$ cat src/rtl/isr_pkg.sv
package isr_pkg;
  localparam int REG_W      = 32;
  localparam int B_MASK     = 31;
  localparam int B_ACT      = 30;
  localparam int B_POL      = 27;
  localparam int B_SENSE    = 26;
  localparam int B_NMI      = 25;
  localparam int B_MODE     = 24;
  localparam int PRIO_LSB   = 16;

  typedef enum logic {
    SEL_CTRL = 1'b0,
    SEL_DEST = 1'b1
  } reg_sel_e;

  localparam logic [REG_W-1:0] CTRL_RESET =
    (REG_W'(1) << B_MASK) | (REG_W'(1) << B_POL);
endpackage

$ cat src/rtl/isr_src_slot.sv
module isr_src_slot
  import isr_pkg::*;
#(
  parameter int NUM_CPU = 4,
  parameter int PRIO_W  = 4,
  parameter int VEC_W   = 8,
  localparam int CPU_W  = (NUM_CPU > 1) ? $clog2(NUM_CPU) : 1
) (
  input  logic               clk,
  input  logic               rst_n,
  input  logic               raw_in,
  input  logic               wr_ctrl,
  input  logic               wr_dest,
  input  logic [REG_W-1:0]   wr_data,
  input  logic               ack,
  input  logic               eval_en,
  input  logic               act_new,
  input  logic               last_we,
  input  logic [CPU_W-1:0]   last_new,
  output logic [REG_W-1:0]   ctrl_rd,
  output logic [NUM_CPU-1:0] dest_q,
  output logic [CPU_W-1:0]   last_q,
  output logic               dirty_q,
  output logic               active
);
  localparam logic [REG_W-1:0] VEC_FIELD  = (REG_W'(1) << VEC_W) - REG_W'(1);
  localparam logic [REG_W-1:0] PRIO_FIELD = ((REG_W'(1) << PRIO_W) - REG_W'(1)) << PRIO_LSB;
  localparam logic [REG_W-1:0] CTL_BITS   = (REG_W'(1) << B_MASK) | (REG_W'(1) << B_POL) |
                                            (REG_W'(1) << B_SENSE) | (REG_W'(1) << B_NMI) |
                                            (REG_W'(1) << B_MODE);
  localparam logic [REG_W-1:0] WR_MASK    = VEC_FIELD | PRIO_FIELD | CTL_BITS;

  logic [REG_W-1:0]   ctrl_q, ctrl_d;
  logic [NUM_CPU-1:0] dest_d;
  logic [CPU_W-1:0]   last_d;
  logic               act_q, act_d;
  logic               pend_q, pend_d;
  logic               in_q;
  logic               eff_in;
  logic               dirty_d;

  assign eff_in = ctrl_q[B_POL] ? raw_in : ~raw_in;

  always_comb begin
    ctrl_d  = wr_ctrl ? (wr_data & WR_MASK) : ctrl_q;
    dest_d  = wr_dest ? wr_data[NUM_CPU-1:0] : dest_q;
    last_d  = last_we ? last_new : last_q;
    act_d   = eval_en ? act_new : act_q;
    if (ctrl_q[B_SENSE]) begin
      pend_d = eff_in;
    end else if (eff_in && !in_q) begin
      pend_d = 1'b1;
    end else if (ack) begin
      pend_d = 1'b0;
    end else begin
      pend_d = pend_q;
    end
    dirty_d = (dirty_q && !eval_en) || (eff_in != in_q) || wr_ctrl || wr_dest || ack;
  end

  always_ff @(posedge clk or negedge rst_n) begin
    if (!rst_n) begin
      ctrl_q  <= CTRL_RESET;
      dest_q  <= NUM_CPU'(1);
      last_q  <= '0;
      act_q   <= 1'b0;
      pend_q  <= 1'b0;
      in_q    <= 1'b0;
      dirty_q <= 1'b0;
    end else begin
      ctrl_q  <= ctrl_d;
      dest_q  <= dest_d;
      last_q  <= last_d;
      act_q   <= act_d;
      pend_q  <= pend_d;
      in_q    <= eff_in;
      dirty_q <= dirty_d;
    end
  end

  assign active  = pend_q && !(ctrl_q[B_MASK] && !ctrl_q[B_NMI]);
  assign ctrl_rd = ctrl_q | (REG_W'(act_q) << B_ACT);

  // a register write that is not an evaluation leaves the activity bit alone
  a_r4_act_kept_on_write: assert property (@(posedge clk) disable iff (!rst_n)
    (wr_ctrl && !eval_en) |=> $stable(act_q));

  // an edge-sensitive pending state holds until acknowledged
  a_r2_edge_pending_holds: assert property (@(posedge clk) disable iff (!rst_n)
    (!ctrl_q[B_SENSE] && !wr_ctrl && !ack && pend_q) |=> pend_q);
endmodule

$ cat src/rtl/isr_pick.sv
module isr_pick #(
  parameter int N      = 8,
  localparam int IDX_W = (N > 1) ? $clog2(N) : 1
) (
  input  logic [N-1:0]     req,
  output logic             valid,
  output logic [IDX_W-1:0] idx
);
  always_comb begin
    idx = '0;
    for (int i = N - 1; i >= 0; i--) begin
      if (req[i]) idx = IDX_W'(i);
    end
  end
  assign valid = |req;
endmodule

$ cat src/rtl/isr_route.sv
module isr_route #(
  parameter int NUM_CPU = 4,
  localparam int CPU_W  = (NUM_CPU > 1) ? $clog2(NUM_CPU) : 1
) (
  input  logic [NUM_CPU-1:0] dest,
  input  logic               distrib,
  input  logic [CPU_W-1:0]   last,
  output logic [NUM_CPU-1:0] tgt,
  output logic               last_we,
  output logic [CPU_W-1:0]   last_new
);
  logic [NUM_CPU-1:0] last_hot;
  logic               hit;
  int                 c;

  assign last_hot = NUM_CPU'(1) << last;

  always_comb begin
    tgt      = '0;
    last_we  = 1'b0;
    last_new = last;
    hit      = 1'b0;
    c        = 0;
    if (dest == '0) begin
      tgt = '0;
    end else if (dest == last_hot) begin
      tgt = last_hot;
    end else if (!distrib) begin
      tgt = dest;
    end else begin
      for (int k = 1; k < NUM_CPU; k++) begin
        c = int'(last) + k;
        if (c >= NUM_CPU) c = c - NUM_CPU;
        if (!hit && dest[c]) begin
          hit      = 1'b1;
          tgt[c]   = 1'b1;
          last_we  = 1'b1;
          last_new = CPU_W'(c);
        end
      end
    end
  end
endmodule

$ cat src/rtl/isr_router.sv
module isr_router
  import isr_pkg::*;
#(
  parameter int NUM_SRC = 8,
  parameter int NUM_CPU = 4,
  parameter int PRIO_W  = 4,
  parameter int VEC_W   = 8,
  localparam int SRC_W  = (NUM_SRC > 1) ? $clog2(NUM_SRC) : 1,
  localparam int CPU_W  = (NUM_CPU > 1) ? $clog2(NUM_CPU) : 1
) (
  input  logic               clk,
  input  logic               rst_n,
  input  logic [NUM_SRC-1:0] src_in,
  input  logic               wr_en,
  input  logic               wr_sel,
  input  logic [SRC_W-1:0]   wr_src,
  input  logic [31:0]        wr_data,
  input  logic [SRC_W-1:0]   rd_src,
  input  logic               rd_sel,
  output logic [31:0]        rd_data,
  input  logic               ack_en,
  input  logic [SRC_W-1:0]   ack_src,
  output logic [NUM_CPU-1:0] dlv_raise,
  output logic [NUM_CPU-1:0] dlv_clear,
  output logic [SRC_W-1:0]   dlv_src
);
  logic [REG_W-1:0]   ctrl_a  [NUM_SRC];
  logic [NUM_CPU-1:0] dest_a  [NUM_SRC];
  logic [CPU_W-1:0]   last_a  [NUM_SRC];
  logic [NUM_SRC-1:0] dirty_v;
  logic [NUM_SRC-1:0] active_v;
  logic [NUM_SRC-1:0] eval_v;

  logic               pick_valid;
  logic [SRC_W-1:0]   pick_idx;
  logic [NUM_CPU-1:0] sel_dest;
  logic [REG_W-1:0]   sel_ctrl;
  logic               sel_mode;
  logic               sel_active;
  logic [NUM_CPU-1:0] route_tgt;
  logic               route_last_we;
  logic [CPU_W-1:0]   route_last_new;

  logic [NUM_CPU-1:0] raise_d, clear_d;
  logic [SRC_W-1:0]   src_d;

  isr_pick #(.N(NUM_SRC)) u_pick (
    .req   (dirty_v),
    .valid (pick_valid),
    .idx   (pick_idx)
  );

  assign sel_dest   = dest_a[pick_idx];
  assign sel_ctrl   = ctrl_a[pick_idx];
  assign sel_mode   = sel_ctrl[B_MODE];
  assign sel_active = active_v[pick_idx];

  isr_route #(.NUM_CPU(NUM_CPU)) u_route (
    .dest     (sel_dest),
    .distrib  (sel_mode),
    .last     (last_a[pick_idx]),
    .tgt      (route_tgt),
    .last_we  (route_last_we),
    .last_new (route_last_new)
  );

  for (genvar g = 0; g < NUM_SRC; g++) begin : g_slot
    assign eval_v[g] = pick_valid && (pick_idx == SRC_W'(g));

    isr_src_slot #(
      .NUM_CPU (NUM_CPU),
      .PRIO_W  (PRIO_W),
      .VEC_W   (VEC_W)
    ) u_slot (
      .clk      (clk),
      .rst_n    (rst_n),
      .raw_in   (src_in[g]),
      .wr_ctrl  (wr_en && wr_sel == SEL_CTRL && wr_src == SRC_W'(g)),
      .wr_dest  (wr_en && wr_sel == SEL_DEST && wr_src == SRC_W'(g)),
      .wr_data  (wr_data),
      .ack      (ack_en && ack_src == SRC_W'(g)),
      .eval_en  (eval_v[g]),
      .act_new  (sel_active),
      .last_we  (eval_v[g] && route_last_we),
      .last_new (route_last_new),
      .ctrl_rd  (ctrl_a[g]),
      .dest_q   (dest_a[g]),
      .last_q   (last_a[g]),
      .dirty_q  (dirty_v[g]),
      .active   (active_v[g])
    );
  end

  assign rd_data = rd_sel ? REG_W'(dest_a[rd_src]) : ctrl_a[rd_src];

  always_comb begin
    raise_d = (pick_valid && sel_active)  ? route_tgt : '0;
    clear_d = (pick_valid && !sel_active) ? route_tgt : '0;
    src_d   = pick_valid ? pick_idx : dlv_src;
  end

  always_ff @(posedge clk or negedge rst_n) begin
    if (!rst_n) begin
      dlv_raise <= '0;
      dlv_clear <= '0;
      dlv_src   <= '0;
    end else begin
      dlv_raise <= raise_d;
      dlv_clear <= clear_d;
      dlv_src   <= src_d;
    end
  end

  // a strobe is only ever the result of an evaluation one cycle earlier
  a_r11_strobe_follows_pick: assert property (@(posedge clk) disable iff (!rst_n)
    (|(dlv_raise | dlv_clear)) |-> $past(pick_valid));

  // strobes never reach a CPU outside the evaluated destination mask
  a_r6_inside_dest: assert property (@(posedge clk) disable iff (!rst_n)
    (|(dlv_raise | dlv_clear)) |-> (((dlv_raise | dlv_clear) & ~$past(sel_dest)) == '0));

  // distributed delivery reaches exactly one CPU
  a_r7_single_target: assert property (@(posedge clk) disable iff (!rst_n)
    ((|(dlv_raise | dlv_clear)) && $past(sel_mode)) |-> $onehot(dlv_raise | dlv_clear));

  // an empty destination mask yields no strobe
  a_r5_empty_dest_silent: assert property (@(posedge clk) disable iff (!rst_n)
    (pick_valid && sel_dest == '0) |=> (dlv_raise == '0 && dlv_clear == '0));

  // a masked, maskable source is never raised
  a_r3_masked_no_raise: assert property (@(posedge clk) disable iff (!rst_n)
    (pick_valid && sel_ctrl[B_MASK] && !sel_ctrl[B_NMI]) |=> (dlv_raise == '0));
endmodule

$ cat config.mk
export PLATFORM = sky130hd
export DESIGN_NAME = isr_router
export DESIGN_NICKNAME = d
export VERILOG_FILES = /design/src/rtl/isr_pkg.sv /design/src/rtl/isr_src_slot.sv /design/src/rtl/isr_pick.sv /design/src/rtl/isr_route.sv /design/src/rtl/isr_router.sv
export SDC_FILE = /design/constraint.sdc
export NUM_CORES = 1
export LEC_CHECK = 0
export ABC_AREA = 1
export ABC_CLOCK_PERIOD_IN_PS = 3300
export BUFFER_PORTS_ARGS = -buffer_cell sky130_fd_sc_hd__buf_2
export CAP_MARGIN = 30
export CORE_MARGIN = 1
export CORE_UTILIZATION = 40
export DETAILED_ROUTE_END_ITERATION = 7
export GPL_ROUTABILITY_DRIVEN = 0
export PLACE_DENSITY_LB_ADDON = 0.2
export SKIP_CTS_REPAIR_TIMING = 1
export SKIP_LAST_GASP = 1
export SYNTH_ARGS = -nofsm -noshare
export SYNTH_HDL_FRONTEND = slang
export SYNTH_SLANG_ARGS = --single-unit
$ cat constraint.sdc
create_clock -name clk -period 3.3 [get_ports clk]
set_input_delay 0.66 -clock clk [delete_from_list [all_inputs] [get_ports clk]]
set_output_delay 0.66 -clock clk [all_outputs]
set_load 0.01 [all_outputs]
==> results of run 1 <==
[cell usage after synthesis, types with 7 or more instances]
library cell / n / area (µm²)
a211oi_1: 7 / 52.6
nor2_4: 11 / 124
dfrtp_1: 203 / 5080
nor3_1: 9 / 45.0
nand4_1: 30 / 188
a21oi_1: 65 / 325
a311oi_1: 11 / 96.3
o22ai_1: 14 / 87.6
nand3_1: 75 / 375
o21ai_0: 275 / 1380
xor2_1: 9 / 78.8
o211ai_1: 8 / 60.1
buf_4: 15 / 113
inv_1: 167 / 627
nand2_4: 8 / 90.1
nand3b_1: 11 / 82.6
inv_2: 11 / 41.3
nor2_1: 95 / 357
nand2_2: 13 / 81.3
ha_1: 16 / 200
clkbuf_1: 56 / 210
dfstp_2: 24 / 631
nand2_1: 330 / 1240
[critical path, delay by kind of cell (launching register included)]
kind / cells / cell delay, ns
DFF: 1 / 0.40
adders and majority gates: 1 / 0.13
and+or+nand+nor: 16 / 1.62
AOI/OAI and AO/OA: 1 / 0.14
buffers and inverters: 5 / 0.37
xor gates and xnor gates: 1 / 0.18
[registers in the layout (all words and copies together), names as in the netlist]
name and cells:
dlv_src 3, g_slot.u_slot.act_q 8, g_slot.u_slot.pend_q 8, g_slot.u_slot.in_q 8
g_slot.u_slot.ctrl_q 136, g_slot.u_slot.dirty_q 8, dlv_raise 4, g_slot.u_slot.last_q 16
dlv_clear 4, g_slot.u_slot.dest_q 32
[cell families (layout without fill, tap and decap cells)]
family / after synthesis / count (layout) / share of synthesized area
other: 1 / 14 / 0.000313
XOR/XNOR: 11 / 11 / 0.00868
flip-flops: 227 / 227 / 0.477
buffers and inverters: 268 / 355 / 0.0931
AND/OR/NAND/NOR: 589 / 589 / 0.223
AO/OA/AOI/OAI: 401 / 401 / 0.181
adder cells (fa/ha/maj): 16 / 16 / 0.0167
[through the flow]
stage	total power [mW]	area (µm²)
finish	11.4	13800
CTS	11.4	13800
floorplan	7.02	12000
detailed placement	8.39	12900
global route	12.3	13800
global placement	8.33	12900
[metal layers]
layer  GRT usage  vias to the layer above
met5           0                        -
li1            -                     5114
met2       0.381                      303
met4      0.0768                        0
met1       0.326                     5062
met3      0.0226                       58
[worst max-delay path by stage]
stage                                             startpoint                                endpoint  slack [ns]  depth (start not counted)
after global placement    g_slot[5].u_slot.dirty_q$_DFF_PN0_  g_slot[4].u_slot.last_q[1]$_DFFE_PN0P_        0.20                         21
after CTS                 g_slot[5].u_slot.dirty_q$_DFF_PN0_  g_slot[5].u_slot.last_q[1]$_DFFE_PN0P_        0.05                         21
after detailed placement  g_slot[5].u_slot.dirty_q$_DFF_PN0_  g_slot[5].u_slot.last_q[1]$_DFFE_PN0P_        0.07                         21
final                     g_slot[5].u_slot.dirty_q$_DFF_PN0_  g_slot[6].u_slot.last_q[1]$_DFFE_PN0P_        0.32                         24
after global routing      g_slot[5].u_slot.dirty_q$_DFF_PN0_  g_slot[0].u_slot.last_q[0]$_DFFE_PN0P_        0.02                         24
after floorplan           g_slot[6].u_slot.dirty_q$_DFF_PN0_  g_slot[3].u_slot.last_q[1]$_DFFE_PN0P_        0.56                         24
[power by group]
part,internal [mW],switching [mW]
combinational,1.62,3.07
clock,1.78,1.18
sequential,3.47,0.322
total,6.86,4.58
[cell type report]
cell class | instances | area, µm²
fill | 2929 | 15300
sequential | 227 | 5710
multi-input combinational | 1031 | 5220
timing repair buffer | 125 | 841
clock buffer | 36 | 728
inverter | 182 | 687
tap | 384 | 480
clock inverter | 12 | 150
==> flow_metrics.tcl, run 1 <==
set metrics [dict create \
    layout_common_cells "nand2_1 (330), o21ai_0 (275), dfrtp_1 (203)" \
    grt_max_degree 85 \
    drt-met1-wl_um 16200 \
    synthCells 1513 \
    routed_wl_um 35200 \
    vias_per_cell 5.28 \
    arrival_ns 3.40 \
    worstPathMaxFanout 10 \
    ys_ff_latch 227 \
    via_count 10500 \
    io_pins 98 \
    final_common_cell "nand2_1" \
    skew_ns 0.0109 \
    hpwl_um 24300 \
    cp_slowest_stage_delay_ns 0.40 \
    clkLatencyLatePin_ns 0.54 \
    stdcell_count 1997 \
    crit_required_ns 3.72 \
    power_density_mw_per_mm2 828 \
    io_buffer_count 68 \
    fmaxAchievable_mhz 335 \
    status "finished, violations left" \
    rsz0062_at_grt "no" \
    vdd_drop_max_uv 510 \
    pre_cts_slack_ns 0.0696 \
    ys.warnings.count 0 \
    root_buffer "clkbuf_16" \
    die_h_um 175 \
    synth_edf_count 0 \
    clock_sinks 227 \
    drv_cap 0 \
    period_share 0.904 \
    drive_above_1_share 0.157 \
    cp_cell_sequence "inv_1, nand2_2, nand2_2, nand2_4, nand2_4, nand2_2, nand2_4, inv_1, nor2_2, nand2_1, nand3_1, nand2_2, inv_2, ha_1, inv_1, xor2_2, o21ai_1, nor2_4, nor2_8, nand2_8, nor2_4, inv_1, nand2_1, nand2_1" \
    netlist_area_mm2 0.0120 \
    worst_slack_ns 0.317 \
    setup_tns_ns 0 \
    wl_met2_um 16400 \
    antenna_left 0 \
    drt-pass1-iter-count 8 \
    grt_pass1_vias 10100 \
    die_x_um 175 \
    startpoint_type "flip-flop" \
    ctsHtreeMaxLevel 1 \
    dieArea_mm2 0.0306 \
    setup_viol 0 \
    violations "DRC" \
    cts_tree "yes" \
    clk_pin_slew_worst_paths_ns 0.06 \
    hp-class "input port to asynchronous set/reset pin" \
    end_kind "flip-flop" \
    slew_headroom 0.432 \
    wl_per_cell_um 17.6 \
    globalRouteOverflowTotal 0 \
    cp_slowest_cell "dfrtp_1" \
    p_leak_nw 6.66 \
    met3_length_um 1660 \
    place_inst 1947 \
    slew_viol_final 0 \
    std_cell_rows 62 \
    r2r-end "g_slot[6].u_slot.last_q[1]$_DFFE_PN0P_" \
    worstSetupPathType "flip-flop to flip-flop" \
    ff2ff_setup_slack_ns 0.32 \
    antenna_found_initial 1 \
    fin_util 0.475 \
    drc 5 \
    dr.first_iter.drc_count 879 \
    final_hold_viol_count 0 \
    min_period_ns 2.98 \
    timing.hold.ws_ns 0.0407 \
    routed.top_layer "met4" \
    synth_flop_cell "dfrtp_1" \
    area_growth_pct 15.4 \
    start_util 0.412 \
    numCtsBuffers 26 \
    ys_types 49 \
    grt_pass1_wl_um 56100 \
    synth_area_per_cell_um2 7.91 \
    cts.path.max_buffers 3 \
    nets 1664 \
    grtUsageTotal 0.234 \
    tightest_slew_ns 0.849 \
    ys_seq_area_frac 0.477 \
    r2r_cells 24 \
    antennaDiodeCount 0 \
    core_area_mm2 0.0291 \
    r2r-start "g_slot[5].u_slot.dirty_q$_DFF_PN0_" \
    async_reset_ff_frac 1.00 \
]
No activity file was read; power rests on OpenSTA's default activity.
==> run 2, diff against run 1 <==
--- a/config.mk
+++ b/config.mk
@@ -5,7 +5,6 @@
 export SDC_FILE = /design/constraint.sdc
 export NUM_CORES = 1
 export LEC_CHECK = 0
-export ABC_AREA = 1
 export ABC_CLOCK_PERIOD_IN_PS = 3300
 export BUFFER_PORTS_ARGS = -buffer_cell sky130_fd_sc_hd__buf_2
 export CAP_MARGIN = 30
==> flow_metrics.tcl, run 2 <==
set metrics [dict create \
    routed_wl_um 31700 \
    synth_edf_count 0 \
    dr.first_iter.drc_count 487 \
    drt-pass1-iter-count 5 \
    ys_ff_latch 227 \
    tightest_slew_ns 0.723 \
    ff2ff_setup_slack_ns -0.18 \
    async_reset_ff_frac 1.00 \
    status "finished, violations left" \
    pre_cts_slack_ns -0.252 \
    hp-class "input port to asynchronous set/reset pin" \
    place_inst 1421 \
    dpl-instance-area_mm2 0.0132 \
    clock_sinks 227 \
    setup_viol 22 \
    io_pins 98 \
    antenna_found_initial 0 \
    grtUsageTotal 0.211 \
    rsz0062_at_grt "yes" \
    final_hold_viol_count 0 \
    grt_max_degree 85 \
    final_common_cell "dfrtp_1" \
    std_cell_rows 62 \
    layout_common_cells "dfrtp_1 (200), mux2_2 (166), buf_4 (125)" \
    core_area_mm2 0.0287 \
    area_growth_pct 29.2 \
    violations "setup timing" \
    drv_cap 0 \
    startpoint_type "flip-flop" \
    numCtsBuffers 26 \
    ctsHtreeMaxLevel 1 \
    slew_headroom 0.514 \
    clk_pin_slew_worst_paths_ns 0.06 \
    root_buffer "clkbuf_16" \
    ys_seq_area_frac 0.490 \
    synth_flop_cell "dfrtp_1" \
    p_leak_nw 6.62 \
    synthTopCellsByArea "dfrtp_1 (44%), mux2_2 (16%), mux4_2 (9.7%)" \
    vias_per_cell 5.40 \
    stdcell_count 1506 \
    die_h_um 173 \
    vdd_drop_max_uv 474 \
    timing.hold.ws_ns 0.127 \
    clkLatencyLatePin_ns 0.54 \
    fmaxAchievable_mhz 287 \
    grt_pass1_wl_um 49200 \
    ys_types 68 \
    drc 0 \
    yosys.area.top_type "dfrtp_1" \
    fin_util 0.524 \
    skew_ns 0.0198 \
    dieArea_mm2 0.0298 \
    synthCells 905 \
    hpwl_um 21800 \
    crit_required_ns 3.72 \
    power_density_mw_per_mm2 914 \
    largest_register_ffs 136 \
    drive_above_1_share 0.533 \
    reg_top3 "g_slot.u_slot.ctrl_q: 136 flops, g_slot.u_slot.dest_q: 32 flops, g_slot.u_slot.last_q: 16 flops" \
    io_buffer_count 68 \
    setup_tns_ns -2.60 \
    synth_area_per_cell_um2 12.9 \
    via_count 8136 \
    worstSetupPathType "flip-flop to flip-flop" \
    netlist_area_mm2 0.0116 \
    die_x_um 173 \
    grt_pass1_vias 8326 \
    globalRouteOverflowTotal 0 \
    finalPower_mw 13.7 \
    top_register "g_slot.u_slot.ctrl_q" \
    design_area_mm2 0.0150 \
    wl_per_cell_um 21.0 \
    antennaDiodeCount 0 \
    start_util 0.406 \
    slew_viol_final 0 \
    nets 1174 \
    regArea_mm2 0.00571 \
    period_share 1.06 \
    cts_tree "yes" \
    netlist.area_leader.share 0.436 \
    arrival_ns 3.90 \
    min_period_ns 3.48 \
    synth.most_common_cell "dfrtp_1" \
    cts.path.max_buffers 3 \
    worstPathMaxFanout 6 \
    end_kind "flip-flop" \
    fill_cells 2523 \
    ys_top_cells_by_count "dfrtp_1 (203), mux2_2 (166), nor2_1 (72)" \
    ys.warnings.count 0 \
    worst_slack_ns -0.184 \
    antenna_left 0 \
    multi_input_area_mm2 0.00615 \
]
run 2: cell types whose count changed after synthesis, moves of 23 or more:
| cell | delta |
|---|---|
| nand2_1 | -285 |
| o21ai_0 | -243 |
| mux2_2 | +166 |
| inv_1 | -138 |
| nand3_1 | -65 |
| a21oi_1 | -51 |
| mux4_2 | +50 |
| clkbuf_1 | -30 |
| nand4_1 | -25 |
| nor2_1 | -23 |
run 2: path summary, 6_finish.rpt:
check | endpoint | startpoint | cells past startpoint
min | g_slot[1].u_slot.ctrl_q[0]$_DFFE_PN0P_ | rst_n | 1
min in group clk | g_slot[5].u_slot.in_q$_DFF_PN0_ | src_in[5] | 2
max reg2reg | dlv_clear[0]$_DFF_PN0_ | g_slot[6].u_slot.dirty_q$_DFF_PN0_ | 12
max | dlv_clear[0]$_DFF_PN0_ | g_slot[6].u_slot.dirty_q$_DFF_PN0_ | 12
min reg2reg | dlv_src[2]$_DFFE_PN0P_ | dlv_src[2]$_DFFE_PN0P_ | 2
max in group asynchronous | g_slot[3].u_slot.ctrl_q[27]$_DFFE_PN1P_ | rst_n | 2
run 2: area by class of cell:
type / instances / area share
clock buffer: 37 / 0.0500
sequential: 227 / 0.380
multi-input combinational: 605 / 0.409
timing repair buffer: 213 / 0.109
tap: 384 / 0.0319
clock inverter: 10 / 0.0124
inverter: 30 / 0.00782
run 2: metal layers:
metal / share of wire / track usage / vias to the layer above
met2: 0.48 / 0.340 / 199
li1: - / - / 3708
met3: 0.039 / 0.0295 / 60
met1: 0.45 / 0.293 / 4169
met5: 0 / 0 / -
met4: 0.033 / 0.0711 / 0
run 2: critical path, stage by stage, from the launching register on:
cell	delay, ns
dfrtp_1	0.38
buf_6	0.12
or4_4	0.52
and2_4	0.23
buf_12	0.15
a21oi_4	0.12
o221ai_2	0.13
o22ai_4	0.26
mux2i_4	0.12
a211o_4	0.38
mux2_4	0.31
o311a_4	0.33
nor4_4	0.29
run 2: where the power goes:
part	total (mW)	internal, mW	switching (mW)
combinational	6.65	3.58	3.06
clock	3.13	1.97	1.15
sequential	3.98	3.53	0.447
total	13.7	9.09	4.66
run 2: cell families after synthesis:
family / after synthesis / synth area share
muxes: 255 / 0.293
other: 1 / 0.000322
xor gates and xnor gates: 13 / 0.00978
adders and majority gates: 16 / 0.0172
DFF: 227 / 0.490
AOI/OAI and AO/OA: 122 / 0.0800
and+or+nand+nor: 185 / 0.0746
buffers and inverters: 86 / 0.0344
